$ cat src/rtl/lvl_cfg_pkg.sv
package lvl_cfg_pkg;
   localparam int NUM_LVL      = 8;
   localparam int LVL_IDX_W    = 4;
   localparam int CTRL_OFS     = 'h14;
   localparam int CFG_BASE     = 'h1C;
   localparam int M_BASE       = 'h5C;
   localparam int N_BASE       = 'h9C;
   localparam int SRC_LSB      = 8;
   localparam int SRC_W        = 3;
   localparam int MODE_LSB     = 12;
   localparam int MODE_W       = 2;

   typedef enum logic [1:0] {
      SLOT_NONE = 2'd0,
      SLOT_CFG  = 2'd1,
      SLOT_M    = 2'd2,
      SLOT_N    = 2'd3
   } slot_kind_e;
endpackage

$ cat src/rtl/lvl_addr_dec.sv
module lvl_addr_dec
   import lvl_cfg_pkg::*;
#(
   parameter int ADDR_W = 8
) (
   input  logic [ADDR_W-1:0] addr,
   output logic              is_ctrl,
   output slot_kind_e        kind,
   output logic [2:0]        lvl
);
   localparam int SPAN = 4 * NUM_LVL;

   initial begin
      if (ADDR_W < 8) $error("ADDR_W too small for the level map");
   end

   always_comb begin
      int a;
      a       = int'(addr);
      is_ctrl = (a == CTRL_OFS);
      kind    = SLOT_NONE;
      lvl     = '0;
      if (a[1:0] == 2'b00) begin
         if (a >= CFG_BASE && a < CFG_BASE + SPAN) begin
            kind = SLOT_CFG;
            lvl  = 3'((a - CFG_BASE) >> 2);
         end else if (a >= M_BASE && a < M_BASE + SPAN) begin
            kind = SLOT_M;
            lvl  = 3'((a - M_BASE) >> 2);
         end else if (a >= N_BASE && a < N_BASE + SPAN) begin
            kind = SLOT_N;
            lvl  = 3'((a - N_BASE) >> 2);
         end
      end
   end
endmodule

$ cat src/rtl/lvl_preset_store.sv
module lvl_preset_store
   import lvl_cfg_pkg::*;
#(
   parameter int CFG_W = 14,
   parameter int MN_W  = 16
) (
   input  logic             clk,
   input  logic             rst_n,
   input  logic             wr,
   input  slot_kind_e       kind,
   input  logic [2:0]       wr_lvl,
   input  logic [31:0]      wdata,
   input  logic [2:0]       rd_lvl,
   output logic [CFG_W-1:0] rd_cfg,
   output logic [MN_W-1:0]  rd_m,
   output logic [MN_W-1:0]  rd_n,
   input  logic [2:0]       sel_lvl,
   output logic [CFG_W-1:0] sel_cfg,
   output logic [MN_W-1:0]  sel_m,
   output logic [MN_W-1:0]  sel_n
);
   logic [CFG_W-1:0] cfg_q [NUM_LVL];
   logic [MN_W-1:0]  m_q   [NUM_LVL];
   logic [MN_W-1:0]  n_q   [NUM_LVL];

   initial begin
      if (CFG_W < MODE_LSB + MODE_W) $error("CFG_W must hold the mode field");
      if (MN_W > 32) $error("MN_W must fit the data bus");
   end

   for (genvar g = 0; g < NUM_LVL; g++) begin : g_lvl
      always_ff @(posedge clk or negedge rst_n) begin
         if (!rst_n) begin
            cfg_q[g] <= '0;
            m_q[g]   <= '0;
            n_q[g]   <= '0;
         end else if (wr && wr_lvl == 3'(g)) begin
            case (kind)
               SLOT_CFG: cfg_q[g] <= wdata[CFG_W-1:0];
               SLOT_M:   m_q[g]   <= wdata[MN_W-1:0];
               SLOT_N:   n_q[g]   <= wdata[MN_W-1:0];
               default: ;
            endcase
         end
      end
   end

   assign rd_cfg  = cfg_q[rd_lvl];
   assign rd_m    = m_q[rd_lvl];
   assign rd_n    = n_q[rd_lvl];
   assign sel_cfg = cfg_q[sel_lvl];
   assign sel_m   = m_q[sel_lvl];
   assign sel_n   = n_q[sel_lvl];
endmodule

$ cat src/rtl/lvl_select.sv
module lvl_select
   import lvl_cfg_pkg::*;
(
   input  logic                 clk,
   input  logic                 rst_n,
   input  logic                 req_vld,
   input  logic [LVL_IDX_W-1:0] req,
   output logic [2:0]           cur_lvl
);
   logic req_ok;
   assign req_ok = req_vld && (int'(req) < NUM_LVL);

   always_ff @(posedge clk or negedge rst_n) begin
      if (!rst_n)      cur_lvl <= '0;
      else if (req_ok) cur_lvl <= req[2:0];
   end

   AST_REQ_TAKEN: assert property (@(posedge clk) disable iff (!rst_n)
      (req_vld && int'(req) < NUM_LVL) |=> (cur_lvl == $past(req[2:0])));
   AST_BAD_REQ_HELD: assert property (@(posedge clk) disable iff (!rst_n)
      !(req_vld && int'(req) < NUM_LVL) |=> $stable(cur_lvl));
endmodule

$ cat src/rtl/lvl_cfg_bank.sv
module lvl_cfg_bank
   import lvl_cfg_pkg::*;
#(
   parameter int ADDR_W = 8,
   parameter int DIV_W  = 5,
   parameter int MN_W   = 16
) (
   input  logic              clk,
   input  logic              rst_n,
   input  logic              bus_wr,
   input  logic [ADDR_W-1:0] bus_addr,
   input  logic [31:0]       bus_wdata,
   output logic [31:0]       bus_rdata,
   input  logic              lvl_req_vld,
   input  logic [3:0]        lvl_req,
   input  logic [31:0]       norm_cfg,
   input  logic [MN_W-1:0]   norm_m,
   input  logic [MN_W-1:0]   norm_n,
   output logic [DIV_W-1:0]  live_div,
   output logic [2:0]        live_src,
   output logic [1:0]        live_mode,
   output logic [MN_W-1:0]   live_m,
   output logic [MN_W-1:0]   live_n
);
   localparam int CFG_W = MODE_LSB + MODE_W;

   initial begin
      if (DIV_W < 1 || DIV_W > SRC_LSB) $error("DIV_W must be 1..8");
      if (MN_W < 1 || MN_W > 32) $error("MN_W must be 1..32");
   end

   logic             is_ctrl;
   slot_kind_e       kind;
   logic [2:0]       dec_lvl;
   logic             en_q;
   logic [2:0]       cur_lvl;
   logic [CFG_W-1:0] rd_cfg, sel_cfg;
   logic [MN_W-1:0]  rd_m, rd_n, sel_m, sel_n;
   logic [CFG_W-1:0] act_cfg;
   logic [MN_W-1:0]  act_m, act_n;

   lvl_addr_dec #(.ADDR_W(ADDR_W)) u_dec (
      .addr(bus_addr), .is_ctrl(is_ctrl), .kind(kind), .lvl(dec_lvl)
   );

   lvl_preset_store #(.CFG_W(CFG_W), .MN_W(MN_W)) u_store (
      .clk(clk), .rst_n(rst_n), .wr(bus_wr), .kind(kind), .wr_lvl(dec_lvl),
      .wdata(bus_wdata), .rd_lvl(dec_lvl), .rd_cfg(rd_cfg), .rd_m(rd_m),
      .rd_n(rd_n), .sel_lvl(cur_lvl), .sel_cfg(sel_cfg), .sel_m(sel_m),
      .sel_n(sel_n)
   );

   lvl_select u_sel (
      .clk(clk), .rst_n(rst_n), .req_vld(lvl_req_vld), .req(lvl_req),
      .cur_lvl(cur_lvl)
   );

   always_ff @(posedge clk or negedge rst_n) begin
      if (!rst_n)                 en_q <= 1'b0;
      else if (bus_wr && is_ctrl) en_q <= bus_wdata[0];
   end

   always_comb begin
      bus_rdata = '0;
      if (is_ctrl) begin
         bus_rdata[0]   = en_q;
         bus_rdata[4:1] = {1'b0, cur_lvl};
      end else begin
         case (kind)
            SLOT_CFG: bus_rdata[CFG_W-1:0] = rd_cfg;
            SLOT_M:   bus_rdata[MN_W-1:0]  = rd_m;
            SLOT_N:   bus_rdata[MN_W-1:0]  = rd_n;
            default:  bus_rdata = '0;
         endcase
      end
   end

   assign act_cfg   = en_q ? sel_cfg : norm_cfg[CFG_W-1:0];
   assign act_m     = en_q ? sel_m   : norm_m;
   assign act_n     = en_q ? sel_n   : norm_n;
   assign live_div  = act_cfg[DIV_W-1:0];
   assign live_src  = act_cfg[SRC_LSB +: SRC_W];
   assign live_mode = act_cfg[MODE_LSB +: MODE_W];
   assign live_m    = act_m;
   assign live_n    = act_n;

   AST_BYPASS_SRC: assert property (@(posedge clk) disable iff (!rst_n)
      !en_q |-> (live_src == norm_cfg[10:8] && live_mode == norm_cfg[13:12]));
   AST_BYPASS_MN: assert property (@(posedge clk) disable iff (!rst_n)
      !en_q |-> (live_m == norm_m && live_n == norm_n));
   AST_CTRL_UPPER_ZERO: assert property (@(posedge clk) disable iff (!rst_n)
      is_ctrl |-> (bus_rdata[31:5] == '0 && bus_rdata[4] == 1'b0));
   AST_EN_WRITE: assert property (@(posedge clk) disable iff (!rst_n)
      (bus_wr && is_ctrl) |=> (en_q == $past(bus_wdata[0])));
   AST_UNMAPPED_READ: assert property (@(posedge clk) disable iff (!rst_n)
      (!is_ctrl && kind == SLOT_NONE) |-> bus_rdata == '0);
endmodule

$ cat config.mk
export PLATFORM = sky130hd
export DESIGN_NAME = lvl_cfg_bank
export DESIGN_NICKNAME = d
export VERILOG_FILES = /design/src/rtl/lvl_cfg_pkg.sv /design/src/rtl/lvl_addr_dec.sv /design/src/rtl/lvl_preset_store.sv /design/src/rtl/lvl_select.sv /design/src/rtl/lvl_cfg_bank.sv
export SDC_FILE = /design/constraint.sdc
export NUM_CORES = 1
export LEC_CHECK = 0
export BUFFER_PORTS_ARGS = -buffer_cell sky130_fd_sc_hd__buf_2
export CORE_ASPECT_RATIO = 1.2
export CORE_MARGIN = 5
export CORE_UTILIZATION = 30
export DETAILED_ROUTE_END_ITERATION = 6
export GPL_ROUTABILITY_DRIVEN = 0
export PLACE_DENSITY_LB_ADDON = 0.08
export SLEW_MARGIN = 15
export SYNTH_ARGS = -nofsm -noshare
export SYNTH_HDL_FRONTEND = slang
export SYNTH_SLANG_ARGS = --single-unit
$ cat constraint.sdc
create_clock -name clk -period 2.95 [get_ports clk]
set_input_delay 0.295 -clock clk [delete_from_list [all_inputs] [get_ports clk]]
set_output_delay 0.295 -clock clk [all_outputs]
set_load 0.005 [all_outputs]
# Word level (Yosys, flattened, before mapping)
# Index checks and enable logic that the tools add are counted.
classes:
  n_addsub: 3
  n_mul: 0
  n_div: 0
  order_cmp: 9
  n_eq_ne: 11
  shift: 0
  n_mux: 33
  bitwise: 2
  reduce_logical: 39
op_table:
  columns: ["operator", "count"]
  rows:
  - ["$bmux 16 s3", 4]
  - ["$mux 16", 10]
  - ["$bmux 14 s3", 2]
  - ["$mux 14", 5]
  - ["$reduce_and 2->1", 24]
  - ["$pmux 14 s3", 1]
  - ["$sub 5x5->5 const B", 3]
  - ["$logic_and 1x1->1", 13]
  - ["$eq 3x3->1 const B", 4]
  - ["$mux 3", 4]
  - ["$mux 11", 1]
  - ["$eq 8x6->1 const B", 1]
  - ["$ge 4x4->1 const B", 2]
  - ["$ge 8x5->1 const B", 1]
  - ["$ge 8x7->1 const B", 1]
  - ["$ge 8x8->1 const B", 1]
  - ["$lt 8x6->1 const B", 1]
  - ["$lt 8x7->1 const B", 1]
  - ["$lt 8x8->1 const B", 1]
  - ["$mux 2", 4]
  - ["$not 3->4", 2]
  - ["$eq 3x2->1 const B", 2]
  - ["$mux 5", 1]
  - ["$eq 2x2->1 const B", 2]
  - ["other kinds (6)", 6]
totals:
  register_bits: 372
  latch_bits: 0
  ram_bits: 0
  rom_bits: 0
  input_bits: 112
  output_inout_bits: 74
  wordCells: 123
  n_memories: 0

# Longest topological paths before layout
# Gate-level depths: netlist of the first run.
depth:
  ltp_word: 12
  depth_mapped: 11
  ltp_nobuf: 8

# Hierarchy
# Synthesis of the first run repeated with hierarchy kept, for this count alone.
unflattened:
  cells_unflattened: 1309
  hier_area_um2: 20841.2
modules_own_cells:
  columns: ["module", "n_inst", "cells_per_inst", "area_per_inst_um2", "seq_area_each_um2"]
  rows:
  - ["lvl_preset_store", 1, 1159, 19437.4, 9208.8]
  - ["lvl_cfg_bank", 1, 127, 1143.6, 25.0]
  - ["lvl_select", 1, 7, 133.9, 75.1]
  - ["lvl_addr_dec", 1, 16, 126.4, 0.0]

# Worst setup path after synthesis of the first run
# No wires, ideal clock.
synth_timing:
  path_kind: "input-to-reg"
  startpoint: "in bus_addr[3]"
  endpoint: "reg u_store.cfg_q[10] (netlist name)"
  setup_ns: 0.125
  arrival_ns: 2.325
  t_required_ns: 2.825
  setup_slack_ns: 0.500
  stages: 9
  n_path_buf: 3
  path_cell_list: "inv_1 > ha_1 > or2_2 > buf_1 > a211o_1 > buf_4 > nor2_2 > buf_4 > mux2_2"
synth_between:
  elab_chain_len: 9
  elab_cells_between_ends: 24
  cone_classes: "3 x add/sub; 6 x order compare; 2 x eq/ne; 8 x mux; 5 x reduce/logical"
synth_rtl:
  columns: ["item", "line", "text"]
  rows:
  - ["from (decl)", "lvl_cfg_bank.sv:11", "input logic [ADDR_W-1:0] bus_addr,"]
  - ["$ge 8x8->1 / $lt 8x8->1 (equally long branches)", "lvl_addr_dec.sv:30", "end else if (a >= N_BASE && a < N_BASE + SPAN) begin"]
  - ["$logic_and 1x1->1", "lvl_addr_dec.sv:30", null]
  - ["$mux 3", "lvl_addr_dec.sv:30", null]
  - ["$mux 3", "lvl_addr_dec.sv:27", "end else if (a >= M_BASE && a < M_BASE + SPAN) begin"]
  - ["$mux 3", "lvl_addr_dec.sv:24", "if (a >= CFG_BASE && a < CFG_BASE + SPAN) begin"]
  - ["$mux 3", "lvl_addr_dec.sv:23", "if (a[1:0] == 2'b00) begin"]
  - ["$eq 3x3->1", "lvl_preset_store.sv:37", "end else if (wr && wr_lvl == 3'(g)) begin"]
  - ["$logic_and 1x1->1", "lvl_preset_store.sv:37", null]
  - ["$reduce_and 2->1 (no source line) (*)", null, null]
  - ["to (signal, indexed assignment)", "lvl_preset_store.sv:39", "SLOT_CFG: cfg_q[g] <= wdata[CFG_W-1:0];"]
  - ["to (decl)", "lvl_preset_store.sv:22", "logic [CFG_W-1:0] cfg_q [NUM_LVL];"]
# Mark *: on every way between the ends. The rest lies on a longest branch, timed or not.
# A chain may end at the register's enable or synchronous reset.

# Worst setup path in the final report of the first run
layout_timing:
  startpoint: "in bus_addr[3]"
  endpoint: "out bus_rdata[10]"
layout_between:
  elab_chain_len: 12
  elab_cells_between_ends: 36
  cone_classes: "3 x add/sub; 6 x order compare; 4 x eq/ne; 19 x mux; 1 x bitwise; 3 x reduce/logical"
layout_rtl:
  columns: ["item", "line", "text"]
  rows:
  - ["$ge 8x8->1 / $lt 8x8->1 (equally long branches)", "lvl_addr_dec.sv:30", null]
  - ["$logic_and 1x1->1", "lvl_addr_dec.sv:30", null]
  - ["$mux 3", "lvl_addr_dec.sv:30", null]
  - ["$mux 3", "lvl_addr_dec.sv:27", null]
  - ["$mux 3", "lvl_addr_dec.sv:24", null]
  - ["$mux 3", "lvl_addr_dec.sv:23", null]
  - ["$not 3->4 (not written as such)", "lvl_preset_store.sv:48, lvl_preset_store.sv:49, lvl_preset_store.sv:50", null]
  - ["$bmux 16 s3, or another cell as far along", "lvl_preset_store.sv:50", "assign rd_n = n_q[rd_lvl];"]
  - ["$mux 16 (not written as such), or another cell as far along (2 in series)", "lvl_preset_store.sv:50", null]
  - ["$pmux 14 s3", "lvl_cfg_bank.sv:69", "case (kind)"]
  - ["$mux 11 (*)", "lvl_cfg_bank.sv:65", "if (is_ctrl) begin"]
  - ["to (decl)", "lvl_cfg_bank.sv:13", "output logic [31:0] bus_rdata,"]
# Mark *: on every way between the ends. The rest lies on a longest branch, timed or not. The select of a mux whose other input is x is not followed.

==> key figures, run 1 <==
Routing
  – Final routed wire length divided by cell count: 28.9 µm
  – DRT antenna net count: 0
  – Vias per cell: 5.49
  – Drt pass-1 iters: 6
  – Wire length after detailed routing: 83.9 mm
  – Via Count: 15900
  – Residual DRC count: 0
  – 1st-iter DRT viols: 1082

Yosys
  – Instance count of the mapped netlist: 1659
  – Area share of the leading cell type in the synthesized netlist: 0.446
  – Yosys top cell by area: sky130_fd_sc_hd__dfrtp_1
  – Top area cells in the synthesized netlist: sky130_fd_sc_hd__dfrtp_1, sky130_fd_sc_hd__mux2_2, sky130_fd_sc_hd__mux4_2
  – Fraction of the yosys area taken by sequential cells: 0.446
  – Synth unique cells: 81
  – Ys flop type: sky130_fd_sc_hd__dfrtp_1
  – EDFF count, synth: 0
  – Syn Area/Cell: 12.6 µm²
  – Share of flip-flops with an asynchronous set or reset: 1.00
  – Post-Synthesis Cell Area: 0.0209 mm²
  – Flop and latch count out of synthesis: 372
  – Most instantiated library cell after synthesis: sky130_fd_sc_hd__dfrtp_1
  – Leading post-synthesis cells by instance count: sky130_fd_sc_hd__dfrtp_1, sky130_fd_sc_hd__mux2_2, sky130_fd_sc_hd__nor2_1
  – Yosys warning count: 0

Floorplan
  – Die ar.: 0.0749 mm²
  – Number of placement rows: 106
  – Total I/O pin count: 186
  – Chip Height: 299 µm
  – Initial core utilization: 0.301
  – Area inside the core boundary: 0.0694 mm²
  – Die W: 251 µm

Layout
  – Final Cell Area: 0.0265 mm²
  – Count of antenna diodes in the layout: 0
  – Nets: 2063
  – Share of final-layout standard cells stronger than drive strength 1: 0.494
  – Util after Layout: 0.383
  – Number of standard cells in the final layout excluding fillers: 2901
  – Area growth, synth to finish: 27.2%

STA
  – Finish-stage setup viols: 0
  – Clock period minus worst slack: 2.91 ns
  – Period utilisation layout: 0.986
  – Worst max-slew margin expressed relative to the limit: 0.304
  – Actual transition at the worst max-transition pin: 1.04 ns
  – Final slew viol count: 0
  – Final critical-path setup slack: 0.0408 ns
  – Fin Clk Skew: 0 ns
  – Highest clock frequency the design can meet: 0.344 GHz
  – RSZ-0062 raised after global routing: yes
  – Final hold violations: 0

Critical path
  – Critical path data arrival time: 2.61 ns
  – Maximum fanout count along the critical path: 7
  – Slowest cell on the critical path: sky130_fd_sc_hd__o221ai_2
  – Reg-to-reg setup timing slack: 1.47 ns
  – Kind of launch point of the worst setup path: input port
  – R2r startpoint: en_q$_DFFE_PN0P_
  – Reg-to-reg endpoint: en_q$_DFFE_PN0P_
  – Cell depth of the worst flop-to-flop path: 1
  – Required @ worst endpoint: 2.65 ns
  – CP peak stage delay: 0.31 ns
  – Critical path destination: bus_rdata[10]
  – First element of the critical path: bus_addr[3]
  – Category of the worst setup path capture point: output port
  – Category of the critical setup timing path: input port to output port
  – Critical path, cell by cell: buf_4 -> ha_4 -> buf_6 -> a21bo_4 -> a221oi_4 -> buf_4 -> buf_12 -> buf_12 -> nor2_1 -> nor4_1 -> a21oi_1 -> o221ai_2 -> buf_2

Clock network
  – H-tree levels: 2
  – Clock insertion delay at the later pin of the skew report: 0.58 ns
  – Clock Sinks: 372
  – CTS tree: built
  – Root Driver: sky130_fd_sc_hd__clkbuf_16
  – Clock slew at the register clock pins of the worst setup and hold paths: 0.06 ns
  – Cts bufs inserted: 44
  – Maximum number of buffers from clock root to sink: 3

Global route
  – Combined global-route utilization of all metal layers: 0.218
  – Wire length of the first global-routing pass: 120 mm
  – Largest net degree at the start of global routing: 90
  – Number of antenna violations at the first check in global routing: 0
  – Number of global-route vias before repair: 16400
  – GR Overflow Total: 0

Placement
  – Post-placement cell area: 0.0244 mm²
  – Post-DP HPWL: 57.8 mm
  – Count of input and output buffers: 131
  – Number of cells after detailed placement: 2781
  – Post-Place Setup Slack: -0.151 ns

Flow run
  – Number of max-cap violations: 0

Power
  – Final total power: 13.2 mW
  – Part of the total power dissipated in sequential elements: 0.415
  – Switching share of total power: 0.272
  – Net switching component of the power: 3.60 mW
  – Power density over cell area: 498 mW/mm²
  – Cell internal power dissipation: 9.61 mW
  – Proportion of power drawn by the clock network: 0.427
  – VDD IR-drop max: 0.308 mV
  – Leakage dissipation: 12.3 nW
  – Part of the total power dissipated in combinational logic: 0.158

Status
  – Run status: completed

Min path
  – Worst Hold Class: input port to flop
-- critical path, delay by kind of cell --
family / cells / cell delay, ns
adder cells (fa/ha/maj): 1 / 0.18
AND/OR/NAND/NOR: 2 / 0.23
AO/OA/AOI/OAI: 4 / 0.96
buffers and inverters: 6 / 0.92
-- power by group through the flow --
stage | logic (mW) | clock network (mW) | registers (mW)
after CTS | 2.00 | 5.80 | 5.49
after detailed placement | 1.92 | 0 | 5.60
after global routing | 2.24 | 5.99 | 5.50
final | 2.08 | 5.64 | 5.48
after floorplan | 1.13 | 0 | 5.45
after global placement | 1.91 | 0 | 5.59
-- cell type report --
type / instances / area, µm²
Tap cell: 918 / 1150
Timing Repair Buffer: 397 / 3650
Clock inverter: 11 / 116
Sequential cell: 372 / 9320
Multi-Input combinational cell: 1124 / 10900
Inverter: 10 / 37.5
Clock buffer: 69 / 1370
Fill cell: 6718 / 42800
-- through the flow --
stage                TNS, ns  hold slack [ns]
detailed placement    -0.653            0.436
finish                     0            0.117
CTS                 -0.00345           0.0946
global placement      -0.709            0.439
global route         -0.0180            0.111
floorplan                  0        -0.000591
-- layer usage --
layer | wire (µm) | global-route usage
met1 | 36200 | 0.294
met4 | 2440 | 0.0610
met5 | 0 | 0
met3 | 3700 | 0.0265
met2 | 41600 | 0.370
-- worst min-delay path by stage --
stage               cells past startpoint  slack (ns)  startpoint                      endpoint
floorplan                               0     -0.0006       rst_n              en_q$_DFFE_PN0P_
global placement                        1        0.44       rst_n  u_sel.cur_lvl[0]$_DFFE_PN0P_
detailed placement                      1        0.44       rst_n  u_sel.cur_lvl[0]$_DFFE_PN0P_
CTS                                     3        0.09  lvl_req[3]  u_sel.cur_lvl[2]$_DFFE_PN0P_
global route                            3        0.11  lvl_req[3]  u_sel.cur_lvl[2]$_DFFE_PN0P_
finish                                  3        0.12  lvl_req[3]  u_sel.cur_lvl[2]$_DFFE_PN0P_
-- layout by cell type, fill, tap and decap left out, types with 15 or more instances in the layout --
master                      count
sky130_fd_sc_hd__a211oi_1      15
sky130_fd_sc_hd__buf_4        180
sky130_fd_sc_hd__mux2_1        40
sky130_fd_sc_hd__a21oi_1       84
sky130_fd_sc_hd__mux4_2        93
sky130_fd_sc_hd__conb_1        16
sky130_fd_sc_hd__mux2_2       346
sky130_fd_sc_hd__buf_2        128
sky130_fd_sc_hd__clkbuf_16     46
sky130_fd_sc_hd__nand2_1       31
sky130_fd_sc_hd__mux2i_1       66
sky130_fd_sc_hd__o221ai_1      23
sky130_fd_sc_hd__nor2_1        95
sky130_fd_sc_hd__o21ai_0       48
sky130_fd_sc_hd__nor3_1        17
sky130_fd_sc_hd__buf_12        73
sky130_fd_sc_hd__o22ai_1       27
sky130_fd_sc_hd__dfrtp_1      368
-- logic make-up (layout without fill, tap and decap cells) --
group,count (synthesis),in the layout,synth area share
AO/OA/AOI/OAI,308,309,0.102
XOR/XNOR,2,2,0.000840
adder cells (fa/ha/maj),2,2,0.00120
buffers and inverters,179,487,0.0438
flip-flops,372,372,0.446
multiplexers,555,555,0.345
other,1,16,0.000180
AND/OR/NAND/NOR,240,240,0.0601
-- repair_timing --
| item | 4_1_cts | 5_1_grt |
|---|---|---|
| hold buffers | 4 | 0 |
| setup buffers | 9 | 25 |
| pin swaps | 7 | 9 |
| endpoints found under the setup margin | 39 | 25 |
| gates cloned | 2 | 0 |
| hold endpoints to repair | 79 | 0 |
| gates resized for setup | 24 | 23 |
-- state kept, by name, summed over array words and instances, names as in the netlist --
| register | cells |
|---|---|
| u_store.m_q | 128 |
| en_q | 1 |
| u_store.cfg_q | 112 |
| u_store.n_q | 128 |
| u_sel.cur_lvl | 3 |
(Power assumes the default switching activity.)
==> run 2, diff against run 1 <==
--- a/config.mk
+++ b/config.mk
@@ -12,6 +12,7 @@
 export DETAILED_ROUTE_END_ITERATION = 6
 export GPL_ROUTABILITY_DRIVEN = 0
 export PLACE_DENSITY_LB_ADDON = 0.08
+export SETUP_SLACK_MARGIN = 0.1
 export SLEW_MARGIN = 15
 export SYNTH_ARGS = -nofsm -noshare
 export SYNTH_HDL_FRONTEND = slang
==> key figures, run 2 (synthesized netlist as in run 1, its figures left out) <==
STA
  – Clock period minus worst slack: 2.81 ns
  – Highest clock frequency the design can meet: 0.356 GHz
  – Fin Clk Skew: 0 ns
  – Finish-stage setup viols: 0
  – Final critical-path setup slack: 0.138 ns
  – Worst max-slew margin expressed relative to the limit: 0.301
  – RSZ-0062 raised after global routing: yes
  – Final hold violations: 0
  – Period utilisation layout: 0.953
  – Final slew viol count: 0
  – Actual transition at the worst max-transition pin: 1.05 ns

Clock network
  – H-tree levels: 2
  – Clock Sinks: 372
  – Maximum number of buffers from clock root to sink: 3
  – Cts bufs inserted: 44
  – Clock insertion delay at the later pin of the skew report: 0.58 ns
  – Root Driver: sky130_fd_sc_hd__clkbuf_16
  – Clock slew at the register clock pins of the worst setup and hold paths: 0.06 ns
  – CTS tree: built

Routing
  – Sum of routed wire segments on met1: 36.6 mm
  – Drt pass-1 iters: 7
  – Met2 Routed Length: 42.2 mm
  – Top sig layer: met4
  – 1st-iter DRT viols: 1118
  – Wire length after detailed routing: 84.7 mm
  – DRT antenna net count: 0
  – Residual DRC count: 0
  – Met3 routed wirelength: 3.55 mm
  – Via Count: 16000
  – Final routed wire length divided by cell count: 29.1 µm
  – Vias per cell: 5.49

Placement
  – Count of input and output buffers: 131
  – Post-placement cell area: 0.0244 mm²
  – Number of cells after detailed placement: 2781
  – Post-DP HPWL: 57.8 mm
  – Post-Place Setup Slack: -0.151 ns

Floorplan
  – Chip Height: 299 µm
  – Number of placement rows: 106
  – Total I/O pin count: 186
  – Area inside the core boundary: 0.0694 mm²
  – Die W: 251 µm
  – Initial core utilization: 0.301
  – Die ar.: 0.0749 mm²

Critical path
  – Category of the critical setup timing path: flop to output port
  – Critical path data arrival time: 2.52 ns
  – CP peak stage delay: 0.53 ns
  – Kind of launch point of the worst setup path: flop
  – Slowest cell on the critical path: sky130_fd_sc_hd__mux4_2
  – Category of the worst setup path capture point: output port
  – Maximum fanout count along the critical path: 8
  – Critical path, cell by cell: buf_6 -> buf_12 -> mux4_2 -> mux2i_2 -> a21oi_1 -> buf_2
  – Cell depth of the worst flop-to-flop path: 1
  – Required @ worst endpoint: 2.65 ns

Layout
  – Number of filler cells placed in the layout: 6706
  – Share of final-layout standard cells stronger than drive strength 1: 0.504
  – Leading cell type in the layout, fill and taps excluded: sky130_fd_sc_hd__dfrtp_1
  – Nets: 2073
  – Highest-count cells in the layout ignoring fill and taps: sky130_fd_sc_hd__dfrtp_1, sky130_fd_sc_hd__mux2_2, sky130_fd_sc_hd__buf_4, sky130_fd_sc_hd__buf_2, sky130_fd_sc_hd__nor2_1
  – Area taken by flip-flops and latches: 0.00932 mm²
  – Largest registers ranked by flip-flop count: u_store.m_q x128, u_store.n_q x128, u_store.cfg_q x112
  – Util after Layout: 0.386
  – Final Cell Area: 0.0268 mm²
  – Total area of multi-input combinational cells: 0.0110 mm²
  – Area growth, synth to finish: 28.5%
  – Count of antenna diodes in the layout: 0
  – Number of standard cells in the final layout excluding fillers: 2911

Global route
  – Number of global-route vias before repair: 16500
  – Combined global-route utilization of all metal layers: 0.219
  – Largest net degree at the start of global routing: 90
  – Wire length of the first global-routing pass: 121 mm
  – GR Overflow Total: 0
  – Number of antenna violations at the first check in global routing: 0

Min path
  – Cell depth of the worst min-delay path: 3
  – Worst Hold Class: input port to flop

Power
  – Final total power: 13.3 mW
  – Leakage dissipation: 12.4 nW
  – Power density over cell area: 497 mW/mm²
  – VDD IR-drop max: 0.309 mV

Flow run
  – Number of max-cap violations: 0

Status
  – Run status: completed
[run 2: path summary, 6_finish.rpt]
path                            slack (ns)                          start                            end
worst max register to register        1.47               en_q$_DFFE_PN0P_               en_q$_DFFE_PN0P_
max in group asynchronous             1.66                          rst_n   u_store.cfg_q[8]$_DFFE_PN0P_
worst min-delay path                  0.12                     lvl_req[3]   u_sel.cur_lvl[0]$_DFFE_PN0P_
worst max-delay path                  0.14   u_sel.cur_lvl[0]$_DFFE_PN0P_                   live_mode[0]
worst min register to register        0.50  u_store.cfg_q[47]$_DFFE_PN0P_  u_store.cfg_q[47]$_DFFE_PN0P_
min in group asynchronous             0.41                          rst_n   u_sel.cur_lvl[0]$_DFFE_PN0P_
[run 2: through the flow]
step	setup TNS [ns]	hold WS, ns
after floorplan	0	-0.000591
after global placement	-0.709	0.439
after detailed placement	-0.653	0.436
after CTS	0	0.0946
after global routing	0	0.111
final	0	0.119
[run 2: what timing repair did]
item | CTS | global route
pin swaps | 10 | 16
hold buffers | 4 | 0
buffers inserted | 26 | 14
setup endpoints to repair | 51 | 33
cloned | 3 | 3
hold endpoints to repair | 79 | 0
gates resized for setup | 34 | 40
[run 2: critical path: cells and delay by family, from the launching register on]
family,cells,cell delay [ns]
muxes,2,0.87
AOI/OAI and AO/OA,1,0.12
DFF,1,0.44
buffers and inverters,3,0.49
[run 2: where the power goes]
part           switching (mW)  internal [mW]
Clock                    2.29           3.35
Combinational            1.16           1.04
Sequential              0.193           5.28
[run 2: area by class of cell]
class	instances	area share
timing repair buffer	407	0.144
clock inverter	11	0.00434
multi-input combinational	1124	0.409
clock buffer	69	0.0510
sequential	372	0.348
inverter	10	0.00140
tap	918	0.0429
[run 2: per-layer routing]
layer	vias up	track usage
met1	8514	0.296
met5	-	0
met3	101	0.0268
li1	6886	-
met4	0	0.0612
met2	468	0.373
